`config.mk`:
```
export PLATFORM = sky130hd
export DESIGN_NAME = estr_top
export DESIGN_NICKNAME = d
export VERILOG_FILES = /design/src/rtl/estr_pkg.sv /design/src/rtl/estr_field_sel.sv /design/src/rtl/estr_counter.sv /design/src/rtl/estr_eclk.sv /design/src/rtl/estr_top.sv
export SDC_FILE = /design/constraint.sdc
export NUM_CORES = 1
export LEC_CHECK = 0
export BUFFER_PORTS_ARGS = -buffer_cell sky130_fd_sc_hd__buf_2
export CORE_AREA = 2 2 39 41
export DETAILED_ROUTE_END_ITERATION = 6
export DIE_AREA = 0 0 41 43
export SYNTH_ARGS = -nofsm -noshare
export SYNTH_HDL_FRONTEND = slang
export SYNTH_SLANG_ARGS = --single-unit
```
`constraint.sdc`:
```
create_clock -name clk -period 1.8 [get_ports clk]
set_clock_uncertainty 0.15 [all_clocks]
set_input_delay 0.27 -clock clk [delete_from_list [all_inputs] [get_ports clk]]
set_output_delay 0.27 -clock clk [all_outputs]
set_load 0.1 [all_outputs]
```
`src/rtl/estr_pkg.sv`:
```
// Package: shared constants for the E-clock stretch controller.
// Assumes four selects with 2-bit fields by default; select indices give
// the match-bit position and the field position (field k = cfg[2k+1:2k]).
package estr_pkg;
    localparam int unsigned NSEL_DEF = 4;
    localparam int unsigned FW_DEF   = 2;

    typedef enum logic [1:0] {
        SEL_PROG = 2'd0,
        SEL_GEN  = 2'd1,
        SEL_IO2  = 2'd2,
        SEL_IO1  = 2'd3
    } sel_idx_e;
endpackage

```
`src/rtl/estr_field_sel.sv`:
```
// Module: picks the stretch field of the matched select.
// Assumes hit is one-hot or zero; with no hit the result is zero.
module estr_field_sel #(
    parameter int unsigned NSEL = 4,
    parameter int unsigned FW   = 2,
    localparam int unsigned CW  = NSEL * FW
) (
    input  logic [CW-1:0]   cfg,
    input  logic [NSEL-1:0] hit,
    output logic [FW-1:0]   field
);
    logic [FW-1:0] masked [NSEL];

    // Gate each field by its match bit.
    for (genvar s = 0; s < NSEL; s++) begin : g_mask
        assign masked[s] = hit[s] ? cfg[s*FW +: FW] : '0;
    end

    // OR the gated fields together into one count.
    always_comb begin
        field = '0;
        for (int s = 0; s < NSEL; s++) begin
            field = field | masked[s];
        end
    end
endmodule

```
`src/rtl/estr_counter.sv`:
```
// Module: stretch period counter and bus-hold flag.
// Loads the count on access start, then takes one off at each normal
// E-fall point. Assumes load and fall never pulse in the same cycle.
module estr_counter #(
    parameter int unsigned FW = 2
) (
    input  logic          clk,
    input  logic          rst_n,
    input  logic          load,
    input  logic [FW-1:0] load_val,
    input  logic          fall,
    output logic          cnt_nz,
    output logic          hold
);
    logic [FW-1:0] cnt_q;
    logic          hold_q;

    assign cnt_nz = (cnt_q != '0);
    assign hold   = hold_q;

    // Count register: load at start, decrement at each fall while nonzero.
    always_ff @(posedge clk) begin
        if (!rst_n) begin
            cnt_q <= '0;
        end else if (load) begin
            cnt_q <= load_val;
        end else if (fall && cnt_nz) begin
            cnt_q <= cnt_q - 1'b1;
        end
    end

    // Hold flag: set on a fall with periods left, cleared on the releasing fall.
    always_ff @(posedge clk) begin
        if (!rst_n) begin
            hold_q <= 1'b0;
        end else if (fall) begin
            hold_q <= cnt_nz;
        end
    end
endmodule

```
`src/rtl/estr_eclk.sv`:
```
// Module: external E-clock output register.
// Raises E at an accepted access start and lowers it at a fall point
// that has no stretch period left.
module estr_eclk (
    input  logic clk,
    input  logic rst_n,
    input  logic start,
    input  logic fall,
    input  logic keep_high,
    output logic e_out
);
    logic e_q;

    assign e_out = e_q;

    // E register: set on start, cleared on an unstretched fall.
    always_ff @(posedge clk) begin
        if (!rst_n) begin
            e_q <= 1'b0;
        end else if (start) begin
            e_q <= 1'b1;
        end else if (fall && !keep_high) begin
            e_q <= 1'b0;
        end
    end
endmodule

```
`src/rtl/estr_top.sv`:
```
// Module: chip-select E-clock stretch controller (top).
// Holds the external E high for 0..3 extra E periods when the current
// access matches a select with a nonzero stretch field. Timing pulses
// come from the free-running internal E generator, which is never stretched.
module estr_top #(
    parameter int unsigned NSEL = estr_pkg::NSEL_DEF,
    parameter int unsigned FW   = estr_pkg::FW_DEF,
    localparam int unsigned CW  = NSEL * FW
) (
    input  logic            clk,
    input  logic            rst_n,
    input  logic [CW-1:0]   stretch_cfg,
    input  logic [NSEL-1:0] cs_hit,
    input  logic            e_rise,
    input  logic            e_fall,
    output logic            e_clk,
    output logic            bus_hold,
    output logic            busy
);
    logic [FW-1:0] sel_field;
    logic          cnt_nz;
    logic          hold;
    logic          start;

    // An access start is accepted only when no stretch is pending or active.
    assign busy  = hold | cnt_nz;
    assign start = e_rise & ~busy;

    estr_field_sel #(.NSEL(NSEL), .FW(FW)) u_sel (
        .cfg   (stretch_cfg),
        .hit   (cs_hit),
        .field (sel_field)
    );

    estr_counter #(.FW(FW)) u_cnt (
        .clk      (clk),
        .rst_n    (rst_n),
        .load     (start),
        .load_val (sel_field),
        .fall     (e_fall),
        .cnt_nz   (cnt_nz),
        .hold     (hold)
    );

    estr_eclk u_e (
        .clk       (clk),
        .rst_n     (rst_n),
        .start     (start),
        .fall      (e_fall),
        .keep_high (cnt_nz),
        .e_out     (e_clk)
    );

    assign bus_hold = hold;
endmodule

```
## Yosys cells after proc, flatten, opt, wreduce, memory -nomap -nowiden

Cells that the tools add are included.

| word-level totals | value |
|---|---|
| register bits after elaboration | 4 |
| bits of input ports | 16 |
| output and inout port bits | 3 |
| word-level logic and storage cells | 24 |

| cells by class | value |
|---|---|
| $add $sub $neg | 1 |
| muxes and demuxes | 8 |
| bitwise operators | 6 |
| reductions and logical operators | 6 |

Operators by type and width:

| operator | count |
|---|---|
| two-way mux 2 bit | 6 |
| bitwise OR 2 bit | 3 |
| nonzero test 2 bit | 3 |
| logical AND 1 bit | 2 |
| two-way mux 1 bit | 2 |
| subtractor 2 x 1 -> 2 bit (second input constant) | 1 |
| AND 1 bit | 1 |
| logical NOT 1 bit | 1 |
| inverter 1 bit | 1 |
| bitwise OR 1 bit | 1 |

## Depth between registers and ports, before layout

Gate-level depths: netlist (run 1).

| depth | value |
|---|---|
| word-level depth | 5 |
| gate-level depth with buffers | 5 |
| mapped depth without buffers | 5 |

## Modules after synthesis

Synthesis (run 1) repeated with hierarchy kept, for this count alone.

| unflattened totals | value |
|---|---|
| cell total of the unflattened synthesis | 30 |
| area, all modules | 252.7 µm² |

By module, submodules not included:

| module | times used | cells each | area each (µm²) | seq. area each (µm²) |
|---|---|---|---|---|
| estr_counter | 1 | 18 | 160.2 | 60.1 |
| estr_eclk | 1 | 4 | 41.3 | 20.0 |
| estr_field_sel | 1 | 6 | 37.5 | 0.0 |
| estr_top | 1 | 2 | 13.8 | 0.0 |

## Worst setup path before layout (run 1)

Ideal clock, no wire load.

| timing | value |
|---|---|
| kind | reg-to-output |
| from | register u_cnt.hold_q, in the netlist u_cnt.hold |
| to | output busy |
| arrival time | 1.822 ns |
| data required time | 1.380 ns |
| path slack | -0.442 ns |
| stages on the path, launching flop included | 2 |
| buffers on the path | 0 |
| cells stage by stage | dfxtp_1 > nand2b_1 |

| on the way | value |
|---|---|
| cells in the longest elaborated chain, start to end | 1 |

Ends and longest elaborated chain:

| item | line | text |
|---|---|---|
| from (decl) | estr_counter.sv:16 | `logic hold_q;` |
| from (signal assigned) | estr_counter.sv:37 | `hold_q <= cnt_nz;` |
| bitwise OR 1 bit | estr_top.sv:26 | `assign busy = hold \| cnt_nz;` |
| to (decl) | estr_top.sv:18 | `output logic busy` |

Every way passes these cells.

## Worst setup path in the final report (run 1)

| timing | value |
|---|---|
| from | register u_cnt.cnt_q[0] |
| to | output busy |

| on the way | value |
|---|---|
| cells in the longest elaborated chain, start to end | 2 |

Ends and longest elaborated chain:

| item | line | text |
|---|---|---|
| from (decl) | estr_counter.sv:15 | `logic [FW-1:0] cnt_q;` |
| from (signal assigned) | estr_counter.sv:26 | `cnt_q <= load_val;` |
| from (signal assigned) | estr_counter.sv:28 | `cnt_q <= cnt_q - 1'b1;` |
| nonzero test 2 bit | estr_counter.sv:18 | `assign cnt_nz = (cnt_q != '0);` |
| bitwise OR 1 bit | estr_top.sv:26 |  |

Every way passes these cells.

==> reports/results.ini, run 1 <==
[die]
dieArea_um2=1760
core_area_um2=1380
initial_core_util=0.165
die-width_um=41
boundaryPins=19
rows=14
die_y_um=43

[finish]
drive_above_1_share=0.556
area_delta_synth_final_pct=66.1
final_util=0.275
seq_area_um2=81.3
multi_input_area_um2=144
nNetsFinal=64
fill_cells=151
diodes=0

[synthesis]
synth_simple_gate_area_frac=0.208
yosys_most_used_dff=dfxtp_1
synth_edf_count=0
synth.top_cells.by_count=a22oi_1, dfxtp_1, inv_1, nand3_1, o211a_1
synth_xor_area_frac=0.0383
synth-seq-cells=4
syn-instance-count=24
syn_area_per_cell_um2=9.54
syn-num-nets=41
synth-adder-area-share=0.0546
synth_top_family_by_area=compound AO/OA/AOI/OAI gates
synth_cell_types=15
yosysWarnings=0
syn_area_um2=229
synth_largest_area_cell=dfxtp_1
ys_seq_area_frac=0.350
synth_top_area_share=0.350
ys_async_sr_fraction=0
muxShareOfSynthArea=0
ys_top_cells_by_area=dfxtp_1, a22oi_1, o211a_1, and3b_4, ha_1
synth_compound_area_frac=0.317

[drt]
drt_wl_total_um=536
dr_total_vias=266
ant_nets=0
viasPerCell=4.36
wl_per_cell_um=8.79
drtIter0Drc=1
drtPass1Iterations=4
drc=0

[worst_setup_path]
cp-end-kind=primary output
reg2reg_depth=4
critical-path-top-delay-family=flip-flops
r2r-start=u_cnt.cnt_q[0]
crit_path_max_incr_delay_ps=290
worst_path_max_delay_cell=dfxtp_1
rr_endpoint=u_cnt.cnt_q[1]
worst_setup_path_start_kind=flop
crit_required_ps=1380
crit_type=flop to primary output
critPathBufInv=2
crit_fanout=4
reg2reg_slack_ps=390
arrival_ps=1110
path_cells=inv_1 -> ha_1 -> nand2b_2 -> buf_12

[pwr]
vdd_drop_max_mv=0.300
p_per_area_nw_per_um2=1640
power_uw=623
leakage_uw=0.000200

[global_routing]
grt.total_usage=0.0812
grt_pass1_vias=280
grt_overflow=0
grt_busiest_layer=met2
use_met3=0.0471
grt_pass1_wl_um=903
use_met1=0.0577
antenna_found_initial=0
grt_max_degree=6
grt_util_met2=0.131

[sta]
period_share=0.848
slew_violations=0
whs_ps=153
worst_pin_slew_ps=483
finalCriticalPeriod_ps=1530
fin_tns_setup_ps=0
setup_viol=0
hold_violations=0
rsz0062_at_grt=false
timing.fmax_mhz=655
max_slew_margin=0.680

[outcome]
status=finished clean

[cts]
cts_made_buffers=3
cts_root_buf=clkbuf_4
numClockSinks=4
cts_buffer_depth=2
htreeDepth=1
ctsResizeCount=0
path_clk_slew_ps=30
post_cts_buffers=0
ctsHoldBuffers=0
tritoncts=yes
clkLatencyLatePin_ps=230

[placement]
hpwl_um=494
port_buffers=18
gp_congestion=0.621

[worst_hold_path]
hold_path_class=primary input to flop
hold_start=e_fall
worstHoldEndpoint=u_cnt.hold
min_path_cells=2

[job]
maxCapViolCount=0

-- per-stage QoR --
step	instance area [um^2]	std cells	setup WS, ps
3_3_place_gp	358	58	414
2_1_floorplan	233	24	163
4_1_cts	380	61	264
6_report	380	61	274
3_5_place_dp	358	58	386
5_1_grt	380	61	195
-- power by group --
part,total [uW],switching [uW],internal (uW)
clock,105,31.2,74.2
combinational,390,250,140
sequential,128,10.5,117
total,623,292,331
-- cells in the final DEF, fill, tap and decap left out, types with 2 or more instances in the layout --
master,synthesis,routed
buf_2,0,17
nand3_1,2,2
o211a_1,2,2
clkbuf_4,0,3
dfxtp_1,4,3
inv_1,2,2
a22oi_1,4,4
-- registers in the layout, summed over array words and instances, names as in the netlist --
| signal | cells |
|---|---|
| u_cnt.cnt_q | 2 |
| u_cnt.hold | 1 |
| u_e.e_out | 1 |
-- layer usage --
| metal | up-vias | share of wire |
|---|---|---|
| li1 | 136 | - |
| met1 | 127 | 0.33 |
| met2 | 3 | 0.62 |
| met3 | 0 | 0.052 |
| met4 | 0 | 0 |
| met5 | - | 0 |
-- final cells by class --
type,instances,area share
multi-input combinational,18,0.378
clock buffer,3,0.0592
inverter,2,0.0197
timing repair buffer,18,0.276
sequential,4,0.214
tap,16,0.0526
-- worst max path at each step --
stage                   start             end  slack, ps  cells after the start
6_report       u_cnt.cnt_q[0]            busy        270                      4
2_1_floorplan      u_cnt.hold            busy        160                      1
3_5_place_dp   u_cnt.cnt_q[0]  u_cnt.cnt_q[1]        390                      4
5_1_grt        u_cnt.cnt_q[0]            busy        200                      4
3_3_place_gp   u_cnt.cnt_q[1]  u_cnt.cnt_q[1]        410                      4
4_1_cts        u_cnt.cnt_q[0]            busy        260                      4
-- logic make-up after synthesis --
kind of cell / after synthesis
AO/OA/AOI/OAI: 9
XOR/XNOR: 1
adder cells (fa/ha/maj): 1
buffers and inverters: 2
flip-flops: 4
AND/OR/NAND/NOR: 7
(Power assumes the default switching activity.)
==> run 2: changes to the inputs <==
==> constraint.sdc (replaced) <==
create_clock -name clk -period 1.5 [get_ports clk]
set_clock_uncertainty 0.15 [all_clocks]
set_input_delay 0.225 -clock clk [delete_from_list [all_inputs] [get_ports clk]]
set_output_delay 0.225 -clock clk [all_outputs]
set_load 0.1 [all_outputs]
==> run 2 against run 1 <==
Compared with the run above: hold slack worse by 45 ps; final cell count up 6.6%; sequential power up 27%; highest routed layer unchanged; die area unchanged; global-route usage up 1.7 points; combinational power up 52%; first-iteration DRC count rose to 4.0 times the previous value; wire length up 11%; clock-buffer cell count up 1; critical path depth up 1; register-to-register slack worse by 330 ps; total power up 45%.
==> reports/results.ini, run 2 (synthesized netlist as in run 1, its figures left out) <==
[outcome]
status=finished clean  ; unchanged

[die]
dieArea_um2=1760  ; unchanged
initial_core_util=0.165  ; unchanged
die_y_um=43  ; unchanged
die-width_um=41  ; unchanged
boundaryPins=19  ; unchanged
rows=14  ; unchanged
core_area_um2=1380  ; unchanged

[cts]
cts_made_buffers=3  ; unchanged
clkLatencyLatePin_ps=230  ; about the same
htreeDepth=1  ; unchanged
ctsHoldBuffers=0  ; unchanged
cts_root_buf=clkbuf_4  ; unchanged
tritoncts=yes  ; unchanged
path_clk_slew_ps=40  ; was 30 ps
numClockSinks=4  ; unchanged
cts_buffer_depth=2  ; unchanged

[global_routing]
grt_pass1_vias=313  ; was 280
grt_overflow=0  ; unchanged
grt_pass1_wl_mm=1.15  ; was 903 um
antenna_found_initial=0  ; unchanged
grt_max_degree=6  ; unchanged
grt.total_usage=0.0982  ; was 0.0812

[worst_setup_path]
critPathBufInv=3  ; was 2
crit_type=flop to primary output  ; unchanged
path_cells=inv_2 -> ha_4 -> buf_6 -> nand2b_4 -> buf_12  ; was inv_1 -> ha_1 -> nand2b_2 -> buf_12
worst_setup_path_start_kind=flop  ; unchanged
crit_fanout=2  ; was 4
critical-path-top-delay-family=flip-flops  ; unchanged
crit_path_max_incr_delay_ps=330  ; was 290 ps
worst_path_max_delay_cell=dfxtp_2  ; was dfxtp_1
crit_required_ps=1120  ; was 1380 ps
arrival_ps=1090  ; was 1110 ps
cp-end-kind=primary output  ; unchanged

[sta]
finalCriticalPeriod_ps=1470
setup_viol=0  ; unchanged
whs_ps=108  ; was 153 ps
period_share=0.979
max_slew_margin=0.680  ; about the same
slew_violations=0  ; unchanged
rsz0062_at_grt=true  ; was false
setup_ws_ps=31.6  ; was 274 ps
timing.fmax_mhz=681
worst_pin_slew_ps=484  ; was 483 ps
hold_violations=0  ; unchanged

[drt]
drtIter0Drc=4  ; was 1
ant_nets=0  ; unchanged
drc=0  ; unchanged
drtPass1Iterations=3  ; was 4
drt_wl_total_um=594  ; was 536 um
dr_total_vias=271  ; was 266
viasPerCell=4.17  ; was 4.36
wl_per_cell_um=9.14  ; was 8.79 um

[pwr]
vdd_drop_max_mv=0.457  ; was 0.300 mV
p_per_area_nw_per_um2=2080  ; was 1640 nW/um^2
leakage_uw=0.000221  ; was 0.000200 uW

[finish]
top_register=u_cnt.cnt_q  ; unchanged
multi_input_area_um2=161  ; was 144 um^2
seq_area_um2=86.3  ; was 81.3 um^2
diodes=0  ; unchanged
drive_above_1_share=0.673  ; was 0.556
fill_cells=150  ; was 151
final_cells=65  ; was 61
nNetsFinal=67  ; was 64
largest_reg_flops=2  ; unchanged
final_cell_mix=buf_2, a22oi_1, clkbuf_4  ; was buf_2, a22oi_1, clkbuf_4, dfxtp_1
final_common_cell=buf_2  ; unchanged
area_delta_synth_final_pct=89.1  ; was 66.1%

[placement]
hpwl_um=504  ; was 494 um
gp_congestion=0.619  ; was 0.621
dp_cells=59  ; was 58
port_buffers=18  ; unchanged
pre_cts_slack_ps=112  ; was 386 ps

[job]
maxCapViolCount=0  ; unchanged

[worst_hold_path]
hold_path_class=primary input to flop  ; unchanged

run 2: worst paths after layout:
| check | startpoint | to | slack, ps | cells past startpoint |
|---|---|---|---|---|
| worst max-delay path | u_cnt.cnt_q[1] | busy | 30 | 5 |
| worst min-delay path | e_fall | u_cnt.hold | 110 | 2 |
| worst max register to register | u_cnt.cnt_q[1] | u_cnt.cnt_q[1] | 60 | 5 |
| worst min register to register | u_e.e_out | u_e.e_out | 360 | 2 |
run 2: power by group:
group | internal (uW) | switching, uW | leakage, uW
clock network | 100 | 46.4 | 0.0000150
logic | 257 | 334 | 0.000171
registers | 146 | 17.8 | 0.0000344
run 2: repair_timing:
action	CTS	global route
setup endpoints to repair	1	2
gates cloned	0	0
resized for setup	5	2
pin swaps	1	1
buffers inserted	1	1
run 2: per-stage QoR:
stage          power, uW  setup TNS [ps]   util  cell area [um^2]
2_1_floorplan        514               0      -               240
4_1_cts              884               0  0.307               424
3_3_place_gp         660               0  0.269               373
3_5_place_dp         664               0  0.269               373
5_1_grt              972           -8.09  0.313               433
6_report             901               0  0.313               433
run 2: layout make-up:
class / count / share of cell area
clock buffers: 4 / 0.0607
inverters: 2 / 0.0173
multi-input cells: 18 / 0.373
flip-flops and latches: 4 / 0.199
well taps: 16 / 0.0462
repair buffers: 21 / 0.303
run 2: layer usage:
metal	vias up	GRT usage	routed length (um)
met3	0	0.0314	20
li1	142	-	-
met5	-	0	0
met4	0	0.0800	0
met1	126	0.0958	228
met2	3	0.156	345
==> run 3: changes to the inputs <==
--- a/config.mk
+++ b/config.mk
@@ -6,9 +6,13 @@
 export NUM_CORES = 1
 export LEC_CHECK = 0
 export BUFFER_PORTS_ARGS = -buffer_cell sky130_fd_sc_hd__buf_2
+export CELL_PAD_IN_SITES_DETAIL_PLACEMENT = 1
+export CELL_PAD_IN_SITES_GLOBAL_PLACEMENT = 1
 export CORE_AREA = 2 2 39 41
 export DETAILED_ROUTE_END_ITERATION = 6
 export DIE_AREA = 0 0 41 43
+export HOLD_SLACK_MARGIN = 0.02
+export PLACE_DENSITY_LB_ADDON = 0.1
 export SYNTH_ARGS = -nofsm -noshare
 export SYNTH_HDL_FRONTEND = slang
 export SYNTH_SLANG_ARGS = --single-unit
==> run 3 against run 2 <==
Compared with the run above: sequential power barely moved; non-clock buffer count shrank 3; maximum frequency grew 6.3%; combinational power is 12% lower; worst setup slack gained 87 ps.
==> reports/results.ini, run 3 (synthesized netlist as in run 1, its figures left out) <==
[finish]
multi_input_area_um2=161  ; unchanged
top_register=u_cnt.cnt_q  ; unchanged
diodes=0  ; unchanged
drive_above_1_share=0.652  ; was 0.673
fill_cells=171  ; was 150
final_common_cell=buf_2  ; unchanged
largest_reg_flops=2  ; unchanged
seq_area_um2=86.3  ; unchanged
final_cell_mix=buf_2, a22oi_1, clkbuf_4  ; unchanged
final_cells=62  ; was 65
area_delta_synth_final_pct=77.6  ; was 89.1%
nNetsFinal=64  ; was 67

[sta]
slew_violations=0  ; unchanged
max_slew_margin=0.680  ; about the same
setup_viol=0  ; unchanged
period_share=0.921  ; was 0.979
worst_pin_slew_ps=484  ; about the same
rsz0062_at_grt=false  ; was true
timing.fmax_mhz=724  ; was 681 MHz
finalCriticalPeriod_ps=1380  ; was 1470 ps
fin_tns_setup_ps=0  ; unchanged
hold_violations=0  ; unchanged

[worst_setup_path]
reg2reg_slack_ps=170  ; was 60 ps
crit_fanout=4  ; was 2
crit_required_ps=1120  ; about the same
r2r-start=u_cnt.cnt_q[0]  ; was u_cnt.cnt_q[1]
crit_type=flop to primary output  ; unchanged
worst_setup_path_start_kind=flop  ; unchanged
reg2reg_depth=4  ; was 5
arrival_ps=1010  ; was 1090 ps
rr_endpoint=u_cnt.cnt_q[1]  ; unchanged
crit_path_max_incr_delay_ps=320  ; was 330 ps
cp-end-kind=primary output  ; unchanged
path_cells=inv_2 -> ha_4 -> nand2b_4 -> buf_12  ; was inv_2 -> ha_4 -> buf_6 -> nand2b_4 -> buf_12
worst_path_max_delay_cell=dfxtp_2  ; unchanged

[global_routing]
grt_pass1_vias=293  ; was 313
antenna_found_initial=0  ; unchanged
grt_overflow=0  ; unchanged
grt_max_degree=6  ; unchanged
grt_pass1_wl_mm=1.15  ; unchanged
grt.total_usage=0.0974  ; was 0.0982

[drt]
ant_nets=0  ; unchanged
wl_per_cell_um=11.0  ; was 9.14 um
drtIter0Drc=1  ; was 4
viasPerCell=4.26  ; was 4.17
drtPass1Iterations=2  ; was 3
drt_wl_total_um=684  ; was 594 um
dr_total_vias=264  ; was 271
drc=0  ; unchanged

[placement]
port_buffers=18  ; unchanged
gp_congestion=0.722  ; was 0.619
hpwl_um=601  ; was 504 um
dp_cells=59  ; unchanged

[cts]
cts_buffer_depth=2  ; unchanged
ctsHoldBuffers=0  ; unchanged
cts_root_buf=clkbuf_4  ; unchanged
numClockSinks=4  ; unchanged
path_clk_slew_ps=40  ; about the same
htreeDepth=1  ; unchanged
cts_made_buffers=3  ; unchanged
tritoncts=yes  ; unchanged
clkLatencyLatePin_ps=230  ; about the same

[pwr]
p_per_area_nw_per_um2=2040  ; was 2080 nW/um^2
leakage_uw=0.000205  ; was 0.000221 uW
vdd_drop_max_mv=0.424  ; was 0.457 mV

[die]
core_area_um2=1380  ; unchanged
initial_core_util=0.165  ; unchanged
rows=14  ; unchanged
die_y_um=43  ; unchanged
dieArea_um2=1760  ; unchanged
boundaryPins=19  ; unchanged
die-width_um=41  ; unchanged

[outcome]
status=finished clean  ; unchanged

[job]
maxCapViolCount=0  ; unchanged

[worst_hold_path]
worstHoldEndpoint=u_cnt.hold  ; unchanged
hold_path_class=primary input to flop  ; unchanged
min_path_cells=2  ; unchanged
hold_start=e_fall  ; unchanged

==> run 3: per-layer routing <==
| metal | wire, um | global-route usage | share of wire | up-vias |
|---|---|---|---|---|
| li1 | - | - | - | 137 |
| met1 | 251 | 0.0932 | 0.37 | 121 |
| met4 | 0 | 0.0400 | 0 | 0 |
| met2 | 394 | 0.175 | 0.58 | 6 |
| met3 | 37 | 0.0314 | 0.054 | 0 |
| met5 | 0 | 0 | 0 | - |
==> run 3: worst max path at each step <==
stage | start | end | slack, ps | depth (start not counted)
final | u_cnt.cnt_q[0] | busy | 120 | 4
after global routing | u_cnt.cnt_q[1] | busy | 70 | 4
after CTS | u_cnt.cnt_q[0] | busy | 100 | 4
after detailed placement | u_cnt.cnt_q[0] | u_cnt.cnt_q[1] | 100 | 4
after global placement | u_cnt.cnt_q[0] | u_cnt.cnt_q[1] | 130 | 4
after floorplan | u_e.e_out | u_e.e_out | 110 | 2
==> run 3: power by group <==
part / internal (uW) / switching [uW]
Clock: 100 / 46.4
Sequential: 146 / 18.3
Combinational: 201 / 319
==> run 3: worst max-delay path: cells and delay by family, from the launching register on <==
| kind | cells | cell delay, ps |
|---|---|---|
| buffers and inverters | 2 | 210 |
| adder cells (fa/ha/maj) | 1 | 170 |
| flip-flops | 1 | 320 |
| AND/OR/NAND/NOR | 1 | 70 |
==> run 3: what timing repair did <==
| action | CTS | global route |
|---|---|---|
| hold endpoints to repair | 0 | 0 |
| endpoints found under the setup margin | 1 | 0 |
| setup buffers | 0 | 0 |
| resized for setup | 6 | 0 |
==> run 3: final cells by class <==
class / instances / area share
clock buffer: 4 / 0.0646
inverter: 2 / 0.0185
multi-input combinational: 18 / 0.397
sequential: 4 / 0.212
tap: 16 / 0.0492
timing repair buffer: 18 / 0.258
==> run 3: per-stage QoR <==
step	hold WS [ps]	worst slack (ps)	util	cell area (um^2)	total power (uW)
CTS	98.9	105	0.294	407	846
finish	104	118	0.294	407	830
floorplan	203	106	-	240	514
global placement	331	134	0.269	373	664
detailed placement	342	100	0.269	373	670
global route	104	75.0	0.294	407	887
